===== config.mk =====
export PLATFORM = sky130hd
export DESIGN_NAME = chan_scan_sequencer
export DESIGN_NICKNAME = d
export VERILOG_FILES = /design/src/rtl/scan_seq_pkg.sv /design/src/rtl/scan_cfg_store.sv /design/src/rtl/scan_pointer.sv /design/src/rtl/scan_eos_gen.sv /design/src/rtl/chan_scan_sequencer.sv
export SDC_FILE = /design/constraint.sdc
export NUM_CORES = 1
export LEC_CHECK = 0
export ABC_AREA = 1
export CAP_MARGIN = 20
export CELL_PAD_IN_SITES_DETAIL_PLACEMENT = 1
export CELL_PAD_IN_SITES_GLOBAL_PLACEMENT = 1
export CORE_MARGIN = 5
export CORE_UTILIZATION = 32
export CTS_BUF_LIST = sky130_fd_sc_hd__clkbuf_4 sky130_fd_sc_hd__clkbuf_8 sky130_fd_sc_hd__clkbuf_16
export CTS_CLUSTER_SIZE = 24
export DETAILED_ROUTE_END_ITERATION = 10
export GPL_TIMING_DRIVEN = 0
export MAX_ROUTING_LAYER = met4
export PLACE_DENSITY = 0.88
export REMOVE_ABC_BUFFERS = 1
export SYNTH_ARGS = -nofsm -noshare
export SYNTH_HDL_FRONTEND = slang
export SYNTH_SLANG_ARGS = --single-unit

===== constraint.sdc =====
create_clock -name clk -period 1.8 [get_ports clk]
set_clock_uncertainty 0.05 [all_clocks]
set_input_delay 0.45 -clock clk [delete_from_list [all_inputs] [get_ports clk]]
set_output_delay 0.45 -clock clk [all_outputs]
set_load 0.01 [all_outputs]

===== src/rtl/scan_seq_pkg.sv =====
`timescale 1ns/1ps
package scan_seq_pkg;
  localparam int CFG_W = 8;
  localparam logic [1:0] MODE_CONV = 2'b00;

  // One logical channel's configuration byte; field order is the byte layout.
  typedef struct packed {
    logic [2:0] phys;
    logic       bipolar;
    logic [1:0] mode;
    logic [1:0] gain;
  } chan_cfg_t;

  function automatic logic is_cal(input chan_cfg_t c);
    return c.mode != MODE_CONV;
  endfunction

  function automatic int unsigned refill_need(input logic lnr,
                                              input int unsigned lnr_scans,
                                              input int unsigned plain_scans);
    return lnr ? lnr_scans : plain_scans;
  endfunction
endpackage


===== src/rtl/scan_cfg_store.sv =====
`timescale 1ns/1ps
module scan_cfg_store
  import scan_seq_pkg::*;
#(
  parameter int NUM_CH = 8,
  parameter int PTR_W  = 3
) (
  input  logic                         clk,
  input  logic                         rst_n,
  input  logic                         wr_en,
  input  logic [PTR_W-1:0]             wr_idx,
  input  chan_cfg_t                    wr_data,
  input  logic                         clr_en,
  input  logic [PTR_W-1:0]             clr_idx,
  output chan_cfg_t [NUM_CH-1:0]       cfg_q
);
  chan_cfg_t lane_q [NUM_CH];

  for (genvar g = 0; g < NUM_CH; g++) begin : g_lane
    // A write beats the calibration-done mode clear on the same lane.
    always_ff @(posedge clk or negedge rst_n) begin
      if (!rst_n) begin
        lane_q[g] <= '0;
      end else if (wr_en && wr_idx == PTR_W'(g)) begin
        lane_q[g] <= wr_data;
      end else if (clr_en && clr_idx == PTR_W'(g)) begin
        lane_q[g].mode <= MODE_CONV;
      end
    end
    assign cfg_q[g] = lane_q[g];
  end
endmodule


===== src/rtl/scan_pointer.sv =====
`timescale 1ns/1ps
module scan_pointer #(
  parameter int PTR_W = 3
) (
  input  logic             clk,
  input  logic             rst_n,
  input  logic             sleep,
  input  logic             conv_done,
  input  logic [PTR_W-1:0] last_idx,
  output logic [PTR_W-1:0] ptr,
  output logic             step,
  output logic             wrap
);
  assign step = conv_done && !sleep;
  // ">=" also catches a count lowered below the pointer mid-scan.
  assign wrap = step && (ptr >= last_idx);

  always_ff @(posedge clk or negedge rst_n) begin
    if (!rst_n) begin
      ptr <= '0;
    end else if (sleep) begin
      ptr <= '0;
    end else if (step) begin
      ptr <= wrap ? '0 : ptr + 1'b1;
    end
  end
endmodule


===== src/rtl/scan_eos_gen.sv =====
`timescale 1ns/1ps
module scan_eos_gen
  import scan_seq_pkg::*;
#(
  parameter int LNR_SCANS   = 4,
  parameter int PLAIN_SCANS = 1
) (
  input  logic clk,
  input  logic rst_n,
  input  logic sleep,
  input  logic lnr_en,
  input  logic suppress_cal,
  input  logic step,
  input  logic wrap,
  input  logic cur_is_cal,
  input  logic active_cal,
  input  logic eos_ack,
  output logic eos,
  output logic eos_block,
  output logic refill_ok
);
  localparam int RCNT_W = $clog2(LNR_SCANS + 1);

  logic [RCNT_W-1:0] scans_q;
  logic              cal_seen_q;

  // The scan now ending counts toward the refill.
  assign refill_ok = (32'(scans_q) + 32'd1) >=
                     refill_need(lnr_en, LNR_SCANS, PLAIN_SCANS);
  assign eos_block = suppress_cal && (cal_seen_q || active_cal || cur_is_cal);

  always_ff @(posedge clk or negedge rst_n) begin
    if (!rst_n) begin
      scans_q <= '0;
    end else if (sleep) begin
      scans_q <= '0;
    end else if (wrap && scans_q < RCNT_W'(LNR_SCANS)) begin
      scans_q <= scans_q + 1'b1;
    end
  end

  always_ff @(posedge clk or negedge rst_n) begin
    if (!rst_n) begin
      cal_seen_q <= 1'b0;
    end else if (sleep || wrap) begin
      cal_seen_q <= 1'b0;
    end else if (step && cur_is_cal) begin
      cal_seen_q <= 1'b1;
    end
  end

  always_ff @(posedge clk or negedge rst_n) begin
    if (!rst_n) begin
      eos <= 1'b0;
    end else if (sleep) begin
      eos <= 1'b0;
    end else if (wrap && refill_ok && !eos_block) begin
      eos <= 1'b1;
    end else if (eos_ack) begin
      eos <= 1'b0;
    end
  end
endmodule


===== src/rtl/chan_scan_sequencer.sv =====
`timescale 1ns/1ps
module chan_scan_sequencer
  import scan_seq_pkg::*;
#(
  parameter int  NUM_CH      = 8,
  parameter int  LNR_SCANS   = 4,
  parameter int  PLAIN_SCANS = 1,
  localparam int PTR_W       = $clog2(NUM_CH),
  localparam int BANK_CH     = NUM_CH / 2,
  localparam int BANK_W      = BANK_CH * CFG_W
) (
  input  logic              clk,
  input  logic              rst_n,
  input  logic [PTR_W-1:0]  cnt_field,
  input  logic              suppress_cal,
  input  logic              lnr_en,
  input  logic              sleep,
  input  logic              wr_en,
  input  logic [PTR_W-1:0]  wr_lch,
  input  logic [CFG_W-1:0]  wr_data,
  input  logic              conv_done,
  input  logic              eos_ack,
  output logic [PTR_W-1:0]  cur_lch,
  output logic [2:0]        sel_phys,
  output logic              sel_bipolar,
  output logic [1:0]        sel_mode,
  output logic [1:0]        sel_gain,
  output logic              scanning,
  output logic              hist_clear,
  output logic              eos,
  output logic [BANK_W-1:0] bank_a,
  output logic [BANK_W-1:0] bank_b
);
  chan_cfg_t [NUM_CH-1:0] cfg;
  chan_cfg_t              cur_cfg;
  logic                   step;
  logic                   scan_end;
  logic                   eos_block;
  logic                   refill_ok;
  logic                   clr_en;
  logic [NUM_CH-1:0]      cal_vec;
  logic                   active_cal;

  scan_cfg_store #(.NUM_CH(NUM_CH), .PTR_W(PTR_W)) i_store (
    .clk     (clk),
    .rst_n   (rst_n),
    .wr_en   (wr_en),
    .wr_idx  (wr_lch),
    .wr_data (chan_cfg_t'(wr_data)),
    .clr_en  (clr_en),
    .clr_idx (cur_lch),
    .cfg_q   (cfg)
  );

  scan_pointer #(.PTR_W(PTR_W)) i_ptr (
    .clk       (clk),
    .rst_n     (rst_n),
    .sleep     (sleep),
    .conv_done (conv_done),
    .last_idx  (cnt_field),
    .ptr       (cur_lch),
    .step      (step),
    .wrap      (scan_end)
  );

  assign cur_cfg = cfg[cur_lch];
  assign clr_en  = step && is_cal(cur_cfg);

  // Calibration status of active channels only.
  for (genvar g = 0; g < NUM_CH; g++) begin : g_cal
    assign cal_vec[g] = is_cal(cfg[g]) && (PTR_W'(g) <= cnt_field);
  end
  assign active_cal = |cal_vec;

  scan_eos_gen #(.LNR_SCANS(LNR_SCANS), .PLAIN_SCANS(PLAIN_SCANS)) i_eos (
    .clk          (clk),
    .rst_n        (rst_n),
    .sleep        (sleep),
    .lnr_en       (lnr_en),
    .suppress_cal (suppress_cal),
    .step         (step),
    .wrap         (scan_end),
    .cur_is_cal   (is_cal(cur_cfg)),
    .active_cal   (active_cal),
    .eos_ack      (eos_ack),
    .eos          (eos),
    .eos_block    (eos_block),
    .refill_ok    (refill_ok)
  );

  // Earlier logical channels sit in the upper byte lanes.
  for (genvar g = 0; g < BANK_CH; g++) begin : g_bank
    assign bank_a[(BANK_CH-1-g)*CFG_W +: CFG_W] = cfg[g];
    assign bank_b[(BANK_CH-1-g)*CFG_W +: CFG_W] = cfg[g+BANK_CH];
  end

  assign sel_phys    = cur_cfg.phys;
  assign sel_bipolar = cur_cfg.bipolar;
  assign sel_mode    = cur_cfg.mode;
  assign sel_gain    = cur_cfg.gain;
  assign scanning    = !sleep;
  assign hist_clear  = sleep;
endmodule


## Word-level counts from Yosys, hierarchy flattened

Index checks and enable logic that the tools add are counted.

- Add/sub/neg operators: 3
- $mul: 0
- Divide/modulo/power cells: 0
- Magnitude comparators: 12
- Equal/unequal tests: 14
- Shift-type cells: 0
- Muxes and demuxes: 29
- Bitwise gates (word level): 0
- Reductions and logical operators: 60

Operator list:

| operator | count |
|---|---|
| $reduce_bool A2 Y1 | 20 |
| $ge A32 B32 Y1 | 1 |
| $mux W2 | 16 |
| $logic_and A1 B1 Y1 | 31 |
| $bmux W8 S3 | 1 |
| $eq A3 B3 Y1 const B | 8 |
| $mux W3 | 6 |
| $eq A3 B2 Y1 const B | 4 |
| $le A3 B3 Y1 const A | 4 |
| $mux W8 | 1 |
| $reduce_or A8 Y1 | 1 |
| $add A3 B1 Y3 const B | 2 |
| $eq A3 B1 Y1 const B | 2 |
| $le A1 B3 Y1 const A | 2 |
| $le A2 B3 Y1 const A | 2 |
| $logic_not A3 Y1 | 2 |
| $mux W1 | 5 |
| $add A3 B1 Y4 const B | 1 |
| $lt A3 B4 Y1 const B | 1 |
| $ge A3 B3 Y1 | 1 |
| $logic_or A1 B1 Y1 | 3 |
| $lt A3 B3 Y1 const B | 1 |
| $reduce_bool A3 Y1 | 1 |
| $logic_not A1 Y1 | 2 |

- Register bits: 72
- Bits in latches: 0
- Bits in writable memories: 0
- Memory bits (read-only): 0
- Bits of input ports: 22
- Output and inout bits: 78
- Word-level logic and storage cells: 154
- Memories kept: 0

## Logic depth before layout (Yosys ltp)

Gate-level depths: netlist of run 1.

- Depth in word-level cells: 10
- Mapped depth: 10
- Depth with buffers taken out: 9

## Cells and area by module

A second synthesis of run 1 with hierarchy kept.

- Cells, all modules: 513
- Area total of the unflattened synthesis: 4057.6 um^2

Modules (own cells, without submodules):

| module | times used | cells an instance | area an instance (um^2) | sequential area each (um^2) |
|---|---|---|---|---|
| scan_cfg_store | 1 | 272 | 2728.9 | 1601.5 |
| chan_scan_sequencer | 1 | 159 | 728.2 | 0.0 |
| scan_eos_gen | 1 | 41 | 340.3 | 125.1 |
| scan_pointer | 1 | 41 | 260.2 | 75.1 |

## Worst setup path before layout of run 1

No wires, ideal clock.

- Kind: register -> output
- Start: register i_ptr.ptr[0]
- End: output port sel_gain[0]
- Arrival time: 1363 ps
- Data required time: 1300 ps
- Setup slack: -63 ps
- Stages on the path, launching flop included: 7
- Buffers on the path: 1
- Cells stage by stage: dfrtp_1 -> inv_2 -> clkbuf_1 -> nor2_1 -> o22ai_1 -> nor2_1 -> a31oi_1

- Longest elaborated chain between the ends: 2

Ends and longest elaborated chain:

| element | line | source |
|---|---|---|
| start: declaration | scan_pointer.sv:10 | `output logic [PTR_W-1:0] ptr,` |
| start signal: assignment | scan_pointer.sv:24 | `ptr <= wrap ? '0 : ptr + 1'b1;` |
| $bmux W8 S3 | chan_scan_sequencer.sv:66 | `assign cur_cfg = cfg[cur_lch];` |
| $mux W8 (not written as such) | chan_scan_sequencer.sv:66 |  |
| end: declaration | chan_scan_sequencer.sv:27 | `output logic [1:0] sel_gain,` |

No other way between the ends. The select of a mux whose other input is x is not followed.

## Worst setup path in the final report of run 1

Ends and elaborated chain as after synthesis.

==> results of run 1 <==
## through the flow
stage	area, µm²	TNS [ps]	power (µW)	utilization (%)
after floorplan	3700	-15070	3000	-
after global placement	4870	-213510	3980	42.3
after detailed placement	4890	-40020	4090	42.5
after CTS	5740	-3470	6450	49.8
after global routing	6430	-7520	7130	55.9
final	6430	-5260	6770	55.9
## cell usage in the layout, fill, tap and decap left out, types with 13 or more instances in the layout
master / instances
inv_1: 49
nor2_1: 31
nand3_2: 24
o21ai_0: 56
nand2_1: 94
nand3_4: 13
dlymetal6s2s_1: 38
dfrtp_1: 68
clkdlybuf4s50_1: 40
o21ai_2: 17
o21ai_1: 14
buf_4: 17
## layout make-up
type	instances	area (µm²)	share of cell area [%]
multi-input cells	333	2250	34.9
clock buffers	12	267	4.14
clock inverters	4	98.8	1.54
inverters	57	239	3.71
well taps	143	179	2.78
flip-flops and latches	72	1810	28.2
repair inverters	3	38.8	0.603
repair buffers	140	1550	24.1
## synthesized netlist by cell type (2+ instances only)
cell type	instances	area share [%]
o211ai_1	7	1.4
a21oi_1	4	0.53
buf_4	2	0.39
nor2_1	45	4.4
o21ai_0	74	9.7
nand3_1	33	4.3
buf_6	2	0.59
inv_1	55	5.4
nor3_1	2	0.26
o21ai_1	14	1.8
inv_2	2	0.20
nand2_1	110	11
a31oi_1	7	1.2
ha_1	12	3.9
clkbuf_1	11	1.1
o22ai_1	6	0.99
dfrtp_1	72	47
nand3_2	10	2.6
buf_2	6	0.79
## registers in the layout (all words and copies together), names as in the netlist
| register | cells |
|---|---|
| i_eos.scans_q | 3 |
| i_eos.eos | 1 |
| i_eos.cal_seen_q | 1 |
| i_store.cfg_q | 64 |
| i_ptr.ptr | 3 |
## what timing repair did
action	4_1_cts	5_1_grt
setup endpoints to repair	54	67
buffers inserted	28	13
resized for setup	124	149
hold endpoints to repair	0	0
gates cloned	4	2
pin swaps	10	40
## routing by layer
layer	wire, µm	GRT usage, %
met2	8360	36.4
met3	748	3.79
met1	6570	25.7
met4	599	8.76
met5	0	-
## kinds of logic (layout without fill, tap and decap cells)
group,Yosys count,count (layout),synth area share (%)
buffers and inverters,78,216,8.48
and+or+nand+nor,204,205,23.7
AOI/OAI and AO/OA,115,115,16.3
adders and majority gates,12,12,3.94
DFF,72,72,47.3
xor gates and xnor gates,1,1,0.230
## report_power, final
part           switching [µW]  internal [µW]  total [µW]  leakage (µW)
Combinational            1270           1120        2400       0.00229
Clock                     673           1470        2140      0.000179
Sequential                315           1920        2230      0.000905
Total                    2260           4510        6770       0.00337
## worst paths after layout
check / startpoint / endpoint / cells after the start
worst max-delay path: i_ptr.ptr[0] / sel_gain[0] / 7
worst min-delay path: rst_n / i_store.cfg_q[47] / 1
worst max register to register: i_ptr.ptr[1] / i_eos.scans_q[0] / 10
worst min register to register: i_eos.cal_seen_q / i_eos.cal_seen_q / 2
max in group asynchronous: rst_n / i_ptr.ptr[2] / 1
min in group clk: i_eos.cal_seen_q / i_eos.cal_seen_q / 2
## worst max-delay path, delay by kind of cell, from the launching register on
family | cells | cell delay (ps)
simple gates | 2 | 90
compound gates | 2 | 350
buf+inv | 3 | 420
flops | 1 | 510
==> impl_metrics.py, run 1 <==
metrics = {
    "cells_and_area": {
        "syn_to_final_growth_pct": 69.1,
        "insertedDiodeCount": 0,
        "layout-drive-gt1-share_pct": 29.6,
        "instances_no_fill": 764,
        "nets": 650,
        "fillerInstances": 1290,
    },
    "sta": {
        "grt_setup_unrepaired": "yes",
        "min_period_over_period_pct": 123,
        "fin_ws_ps": -407,
        "setup_viol": 33,
        "maxSlewHeadroom_pct": 36.0,
        "fin_crit_ps": 2210,
        "max_freq_mhz": 453,
        "drv_slew": 0,
        "hold_viol": 0,
        "holdWs_ps": 220,
        "worstMarginPinSlew_ps": 959,
    },
    "setup_path": {
        "required_ps": 1300,
        "slowest_stage": "dfrtp_4",
        "endpoint_kind": "output pin",
        "crit_arrival_ps": 1710,
        "critPathLaunchType": "flip-flop",
        "reg2reg_setup_slack_ps": -330,
        "worstSetupPathType": "reg2out",
        "crit_path_max_fanout": 7,
        "cp_cell_sequence": "buf_12 > inv_12 > nor2_2 > o22ai_1 > nor2_1 > a31oi_1 > buf_2",
        "cpPeakStageDelay_ps": 510,
    },
    "clock_tree": {
        "clkTransAtPathRegs_ps": 60,
        "cts_sinks": 72,
        "cts_buffer_depth": 2,
        "cts_tree": "yes",
        "ctsHoldBuffers": 0,
        "htree_num_levels": 3,
        "cts_root_buffer": "clkbuf_16",
        "clk_latency_ps": 320,
        "numCtsBuffers": 9,
    },
    "synthesis": {
        "synth_seq_cells": 72,
        "syn_inst": 482,
        "synth_edf_count": 0,
        "yosysSeqAreaShare_pct": 47.3,
        "syn_avg_cell_area_um2": 7.90,
        "synth_warnings": 0,
        "synthesis.area_mm2": 0.00381,
        "yosysUniqueCellTypes": 27,
        "yosys_most_used_dff": "dfrtp_1",
        "async_flop_share_pct": 100,
    },
    "grt": {
        "first_global_vias": 4363,
        "grt_pass1_wl_um": 23600,
        "grt_max_degree": 73,
        "grt_overflow": 0,
        "grt_use_total_pct": 21.6,
        "antenna_found_initial": 0,
    },
    "die": {
        "core_area_mm2": 0.0115,
        "initial_core_util_pct": 33.1,
        "core.rowCount": 39,
        "die_h_um": 119,
        "die_w_um": 119,
        "ioPinCount": 100,
        "die_area_mm2": 0.0142,
    },
    "placed_design": {
        "port_buffers": 99,
        "gp_congestion": 0.830,
        "preCtsSetupSlack_ps": -1100,
        "hpwl_um": 9020,
        "place_inst": 704,
    },
    "routing": {
        "drt_iter0_markers": 190,
        "final_antenna_net_count": 0,
        "via_per_inst": 5.31,
        "num_vias": 4055,
        "drc_errors": 0,
        "wl_per_cell_um": 21.3,
        "wirelength_um": 16300,
        "dr.pass1.iters": 4,
    },
    "pwr": {
        "p_per_area_mw_per_mm2": 1050,
        "irDropWorstVdd_uv": 451,
        "p_leak_uw": 0.00337,
    },
    "worst_hold_path": {
        "hold_class": "in2async",
    },
    "run_status": {
        "violations": "setup timing",
        "status": "finished with violations",
    },
    "flow_run": {
        "maxCapViolations": 0,
    },
}
Power figures use the tool's default switching activity.
==> run 2: changes to the inputs <==
--- a/config.mk
+++ b/config.mk
@@ -6,17 +6,18 @@
 export NUM_CORES = 1
 export LEC_CHECK = 0
 export ABC_AREA = 1
-export CAP_MARGIN = 20
+export CAP_MARGIN = 15
 export CELL_PAD_IN_SITES_DETAIL_PLACEMENT = 1
 export CELL_PAD_IN_SITES_GLOBAL_PLACEMENT = 1
 export CORE_MARGIN = 5
-export CORE_UTILIZATION = 32
-export CTS_BUF_LIST = sky130_fd_sc_hd__clkbuf_4 sky130_fd_sc_hd__clkbuf_8 sky130_fd_sc_hd__clkbuf_16
+export CORE_UTILIZATION = 33
+export CTS_BUF_LIST = sky130_fd_sc_hd__clkbuf_8
 export CTS_CLUSTER_SIZE = 24
 export DETAILED_ROUTE_END_ITERATION = 10
 export GPL_TIMING_DRIVEN = 0
 export MAX_ROUTING_LAYER = met4
-export PLACE_DENSITY = 0.88
+export PLACE_DENSITY = 0.9
+export RECOVER_POWER = 25
 export REMOVE_ABC_BUFFERS = 1
 export SYNTH_ARGS = -nofsm -noshare
 export SYNTH_HDL_FRONTEND = slang
==> run 2 against run 1 <==
  * The flow still finishes with violations (setup timing)
  * Cell count did not move
  * Utilization fell by 2.0 points
  * First-iteration DRC count rose by 49%
  * Non-clock buffer count rose by 2
  * Setup slack got worse by 64 ps
  * Sequential cell count did not move
  * Register-to-register slack got worse by 20 ps
  * Maximum frequency fell by 2.8%
  * Hold slack improved by 47 ps
==> impl_metrics.py, run 2 (synthesis results as in run 1) <==
metrics = {
    "grt": {
        "grt_pass1_wl_um": 24500,
        "grtUsageMet1_pct": 26.4,
        "first_global_vias": 4597,
        "grt_max_degree": 73,
        "antenna_found_initial": 0,
        "use_met2_pct": 38.6,
        "grt_overflow": 0,
        "grt_busiest_layer": "met2",
        "grt_util_met3_pct": 4.48,
        "grt_use_total_pct": 22.8,
    },
    "routing": {
        "dr.pass1.iters": 4,
        "num_vias": 4072,
        "drc_errors": 0,
        "via_per_inst": 5.33,
        "drt_iter0_markers": 283,
        "wirelength_um": 16800,
        "wl_per_cell_um": 22.0,
        "final_antenna_net_count": 0,
    },
    "clock_tree": {
        "clk_latency_ps": 340,
        "cts_root_buffer": "clkbuf_8",
        "htree_num_levels": 3,
        "numCtsBuffers": 9,
        "cts_tree": "yes",
        "ctsHoldBuffers": 0,
        "cts_sinks": 72,
        "clkTransAtPathRegs_ps": 90,
        "cts_buffer_depth": 2,
    },
    "sta": {
        "setup_viol": 33,
        "fin_crit_ps": 2270,
        "hold_viol": 0,
        "drv_slew": 0,
        "grt_setup_unrepaired": "yes",
        "maxSlewHeadroom_pct": 30.6,
        "min_period_over_period_pct": 126,
        "holdWs_ps": 266,
        "max_freq_mhz": 440,
        "worstMarginPinSlew_ps": 1040,
        "fin_ws_ps": -471,
    },
    "die": {
        "core_area_mm2": 0.0114,
        "ioPinCount": 100,
        "die_h_um": 117,
        "initial_core_util_pct": 33.5,
        "core.rowCount": 39,
        "die_area_mm2": 0.0138,
        "die_w_um": 117,
    },
    "cells_and_area": {
        "syn_to_final_growth_pct": 61.0,
        "final_cell_area_mm2": 0.00613,
        "fillerInstances": 1303,
        "layout_commonest_cell": "nand2_1",
        "nets": 651,
        "insertedDiodeCount": 0,
        "layout-drive-gt1-share_pct": 29.0,
        "largest_register_ffs": 64,
        "final_cell_mix": "nand2_1 (90), dfrtp_1 (69), o21ai_0 (52), inv_1 (50), dlygate4sd2_1 (39)",
    },
    "setup_path": {
        "crit_arrival_ps": 1770,
        "cp-startpoint": "i_ptr.ptr[0]",
        "crit_path_max_fanout": 8,
        "required_ps": 1300,
        "reg2reg_from": "i_ptr.ptr[0]",
        "endpoint_kind": "output pin",
        "worstSetupPathType": "reg2out",
        "critPathLaunchType": "flip-flop",
    },
    "pwr": {
        "p_leak_uw": 0.00316,
        "p_per_area_mw_per_mm2": 979,
        "irDropWorstVdd_uv": 399,
        "power_uw": 6000,
    },
    "run_status": {
        "status": "finished with violations",
        "violations": "setup timing",
    },
    "placed_design": {
        "gp_congestion": 0.834,
        "dpl_cell_area_mm2": 0.00489,
        "preCtsSetupSlack_ps": -1360,
        "port_buffers": 99,
        "hpwl_um": 8990,
    },
    "flow_run": {
        "maxCapViolations": 0,
    },
    "worst_hold_path": {
        "hold_class": "in2async",
    },
}
==> run 2: critical path: stages, from the launching register on <==
cell and delay, ps:
dfrtp_4 530, buf_16 190, inv_16 80, buf_8 120, buf_12 110, o21ai_1 60, a31oi_1 160, buf_2 160
==> run 2: final timing paths <==
kind                                          end  slack (ps)  cells past startpoint
worst min-delay path            i_store.cfg_q[58]         270                      1
max in group asynchronous            i_ptr.ptr[2]         670                      1
min in group clk                 i_store.cfg_q[0]         460                      2
worst min register to register   i_store.cfg_q[0]         460                      2
worst max-delay path                  sel_gain[1]        -470                      7
worst max register to register          i_eos.eos        -350                     12
==> run 2: power breakdown <==
group          switching, µW  internal (µW)
registers                314           1910
logic                   1300           1070
clock network            638            768
total                   2250           3750
==> run 2: metal layers <==
metal  up-vias  routed length [µm]
li1       1857                   -
met1      2047                6670
met2       136                8900
met3        32                 731
met4         0                 506
met5         -                   0
==> run 2: through the flow <==
step | cells | util [%] | TNS, ps
final | 764 | 53.9 | -7360
after CTS | 758 | 50.4 | -5680
after global routing | 764 | 53.9 | -9810
after global placement | 703 | 42.8 | -215860
after detailed placement | 704 | 43.0 | -47100
after floorplan | 461 | - | -15070
==> run 2: what timing repair did <==
action / 4_1_cts / 5_1_grt
gates cloned: 5 / 0
pin swaps: 22 / 37
setup buffers: 34 / 10
endpoints found under the setup margin: 80 / 88
gates resized for setup: 168 / 107
==> run 2: final cells by class <==
type	instances	area, µm²	share of cell area, %
multi-input cells	333	2190	35.8
repair inverters	2	36.3	0.592
clock inverters	6	85.1	1.39
repair buffers	142	1460	23.9
flip-flops and latches	72	1810	29.6
clock buffers	9	124	2.02
well taps	143	179	2.92
inverters	57	235	3.84
==> run 3: changes to the inputs <==
--- a/config.mk
+++ b/config.mk
@@ -7,8 +7,6 @@
 export LEC_CHECK = 0
 export ABC_AREA = 1
 export CAP_MARGIN = 15
-export CELL_PAD_IN_SITES_DETAIL_PLACEMENT = 1
-export CELL_PAD_IN_SITES_GLOBAL_PLACEMENT = 1
 export CORE_MARGIN = 5
 export CORE_UTILIZATION = 33
 export CTS_BUF_LIST = sky130_fd_sc_hd__clkbuf_8
@@ -16,7 +14,7 @@
 export DETAILED_ROUTE_END_ITERATION = 10
 export GPL_TIMING_DRIVEN = 0
 export MAX_ROUTING_LAYER = met4
-export PLACE_DENSITY = 0.9
+export PLACE_DENSITY = 0.71
 export RECOVER_POWER = 25
 export REMOVE_ABC_BUFFERS = 1
 export SYNTH_ARGS = -nofsm -noshare
==> run 3 against run 2 <==
  * The run still ends with setup timing left
  * First-iteration DRC count decreased by 7.1%
  * Total power decreased by 6.3%
  * Critical endpoint is now sel_gain[0]
  * Cell count decreased by 1.4%
  * Highest routed layer unchanged
  * Hold slack got worse by 48 ps
  * Largest cell class unchanged
  * Non-clock buffer count decreased by 12
==> impl_metrics.py, run 3 (synthesis results as in run 1) <==
metrics = {
    "clock_tree": {
        "numCtsBuffers": 9,
        "cts_sinks": 72,
        "htree_num_levels": 3,
        "cts_tree": "yes",
        "ctsHoldBuffers": 0,
        "clk_latency_ps": 350,
        "clkTransAtPathRegs_ps": 80,
        "cts_root_buffer": "clkbuf_8",
        "cts_buffer_depth": 2,
    },
    "sta": {
        "maxSlewHeadroom_pct": 32.0,
        "setup_viol": 34,
        "max_freq_mhz": 447,
        "worstMarginPinSlew_ps": 1020,
        "min_period_over_period_pct": 124,
        "fin_setup_tns_ps": -4870,
        "drv_slew": 0,
        "holdWs_ps": 218,
        "fin_crit_ps": 2240,
        "grt_setup_unrepaired": "yes",
        "hold_viol": 0,
        "fin_ws_ps": -435,
    },
    "die": {
        "core.rowCount": 39,
        "die_w_um": 117,
        "ioPinCount": 100,
        "die_h_um": 117,
        "initial_core_util_pct": 33.5,
        "core_area_mm2": 0.0114,
        "die_area_mm2": 0.0138,
    },
    "run_status": {
        "violations": "setup timing",
        "status": "finished with violations",
    },
    "pwr": {
        "pwr-share-comb_pct": 35.6,
        "swShare_pct": 35.5,
        "p_per_area_mw_per_mm2": 980,
        "intPower_uw": 3620,
        "p_leak_uw": 0.00301,
        "switching_power_uw": 2000,
        "clkPwrFrac_pct": 25.4,
        "seqPwrFrac_pct": 39.0,
        "irDropWorstVdd_uv": 472,
    },
    "cells_and_area": {
        "layout_commonest_cell": "nand2_1",
        "syn_to_final_growth_pct": 50.7,
        "layout-drive-gt1-share_pct": 20.7,
        "instances_no_fill": 753,
        "final_cell_area_mm2": 0.00574,
        "insertedDiodeCount": 0,
        "largest_register_ffs": 64,
        "final_cell_mix": "nand2_1 (98), dfrtp_1 (69), o21ai_0 (62), inv_1 (53), dlygate4sd2_1 (47)",
        "nets": 639,
        "utilization_pct": 50.4,
    },
    "setup_path": {
        "crit_path_max_fanout": 8,
        "worstSetupPathType": "reg2out",
        "crit_arrival_ps": 1740,
        "required_ps": 1300,
        "critPathLaunchType": "flip-flop",
        "endpoint_kind": "output pin",
        "reg2reg_setup_slack_ps": -250,
    },
    "routing": {
        "drc_errors": 0,
        "dr.pass1.iters": 5,
        "wirelength_um": 13200,
        "wl_per_cell_um": 17.6,
        "via_per_inst": 5.16,
        "drt_iter0_markers": 263,
        "num_vias": 3889,
        "final_antenna_net_count": 0,
    },
    "worst_hold_path": {
        "hold_class": "in2async",
    },
    "flow_run": {
        "maxCapViolations": 0,
    },
    "grt": {
        "grt_pass1_wl_um": 21100,
        "grt_overflow": 0,
        "first_global_vias": 3998,
        "grt_max_degree": 73,
        "grt_use_total_pct": 19.5,
        "antenna_found_initial": 0,
    },
    "placed_design": {
        "gp_congestion": 0.796,
        "place_inst": 704,
        "dpl_cell_area_mm2": 0.00489,
        "port_buffers": 99,
        "hpwl_um": 7900,
    },
}
## run 3: layout make-up
cell class	instances	area (µm²)
Clock buffer	9	124
Inverter	57	233
Timing Repair inverter	2	27.5
Tap cell	143	179
Fill cell	1085	5630
Timing Repair Buffer	130	1340
Clock inverter	7	96.3
Multi-Input combinational cell	333	1920
Sequential cell	72	1810
## run 3: worst max-delay path, stage by stage (launching register included)
cell and delay (ps):
dfrtp_4 540, buf_16 180, inv_16 80, nor2_1 40
o22ai_1 150, nor2_1 60, a31oi_1 160, buf_2 160
## run 3: path summary, 6_finish.rpt
kind	start	endpoint	cells past startpoint
setup / recovery	i_ptr.ptr[0]	sel_gain[0]	7
hold / removal	rst_n	i_eos.scans_q[1]	1
setup reg to reg	i_ptr.ptr[1]	i_eos.scans_q[0]	10
hold reg to reg	i_store.cfg_q[12]	i_store.cfg_q[12]	2
max in group asynchronous	rst_n	i_ptr.ptr[2]	1
min in group clk	i_store.cfg_q[12]	i_store.cfg_q[12]	2
## run 3: power by group through the flow
stage          logic, µW  registers, µW  clock network (µW)
6_report            2000           2190                1430
5_1_grt             2190           2240                1520
4_1_cts             1940           2180                1450
3_5_place_dp        1810           2230                   0
3_3_place_gp        1750           2230                   0
2_1_floorplan        702           2300                   0
## run 3: timing repair
| action | in CTS | in global routing |
|---|---|---|
| endpoints found under the setup margin | 90 | 86 |
| pin swaps | 18 | 16 |
| gates resized for setup | 146 | 58 |
| buffers inserted | 27 | 1 |
| cloned | 6 | 0 |
## run 3: metal layers
metal | vias to the layer above | GRT usage (%) | routed length (µm) | share of wire [%]
met4 | 0 | 6.89 | 301 | 2.3
li1 | 1834 | - | - | -
met1 | 1870 | 24.5 | 5700 | 43
met5 | - | - | 0 | 0
met3 | 34 | 3.99 | 754 | 5.7
met2 | 151 | 31.3 | 6490 | 49
## run 3: through the flow
stage | total power [µW] | setup WS (ps)
after floorplan | 3000 | -655
final | 5620 | -435
after detailed placement | 4040 | -1240
after CTS | 5570 | -431
after global placement | 3980 | -2210
after global routing | 5960 | -525
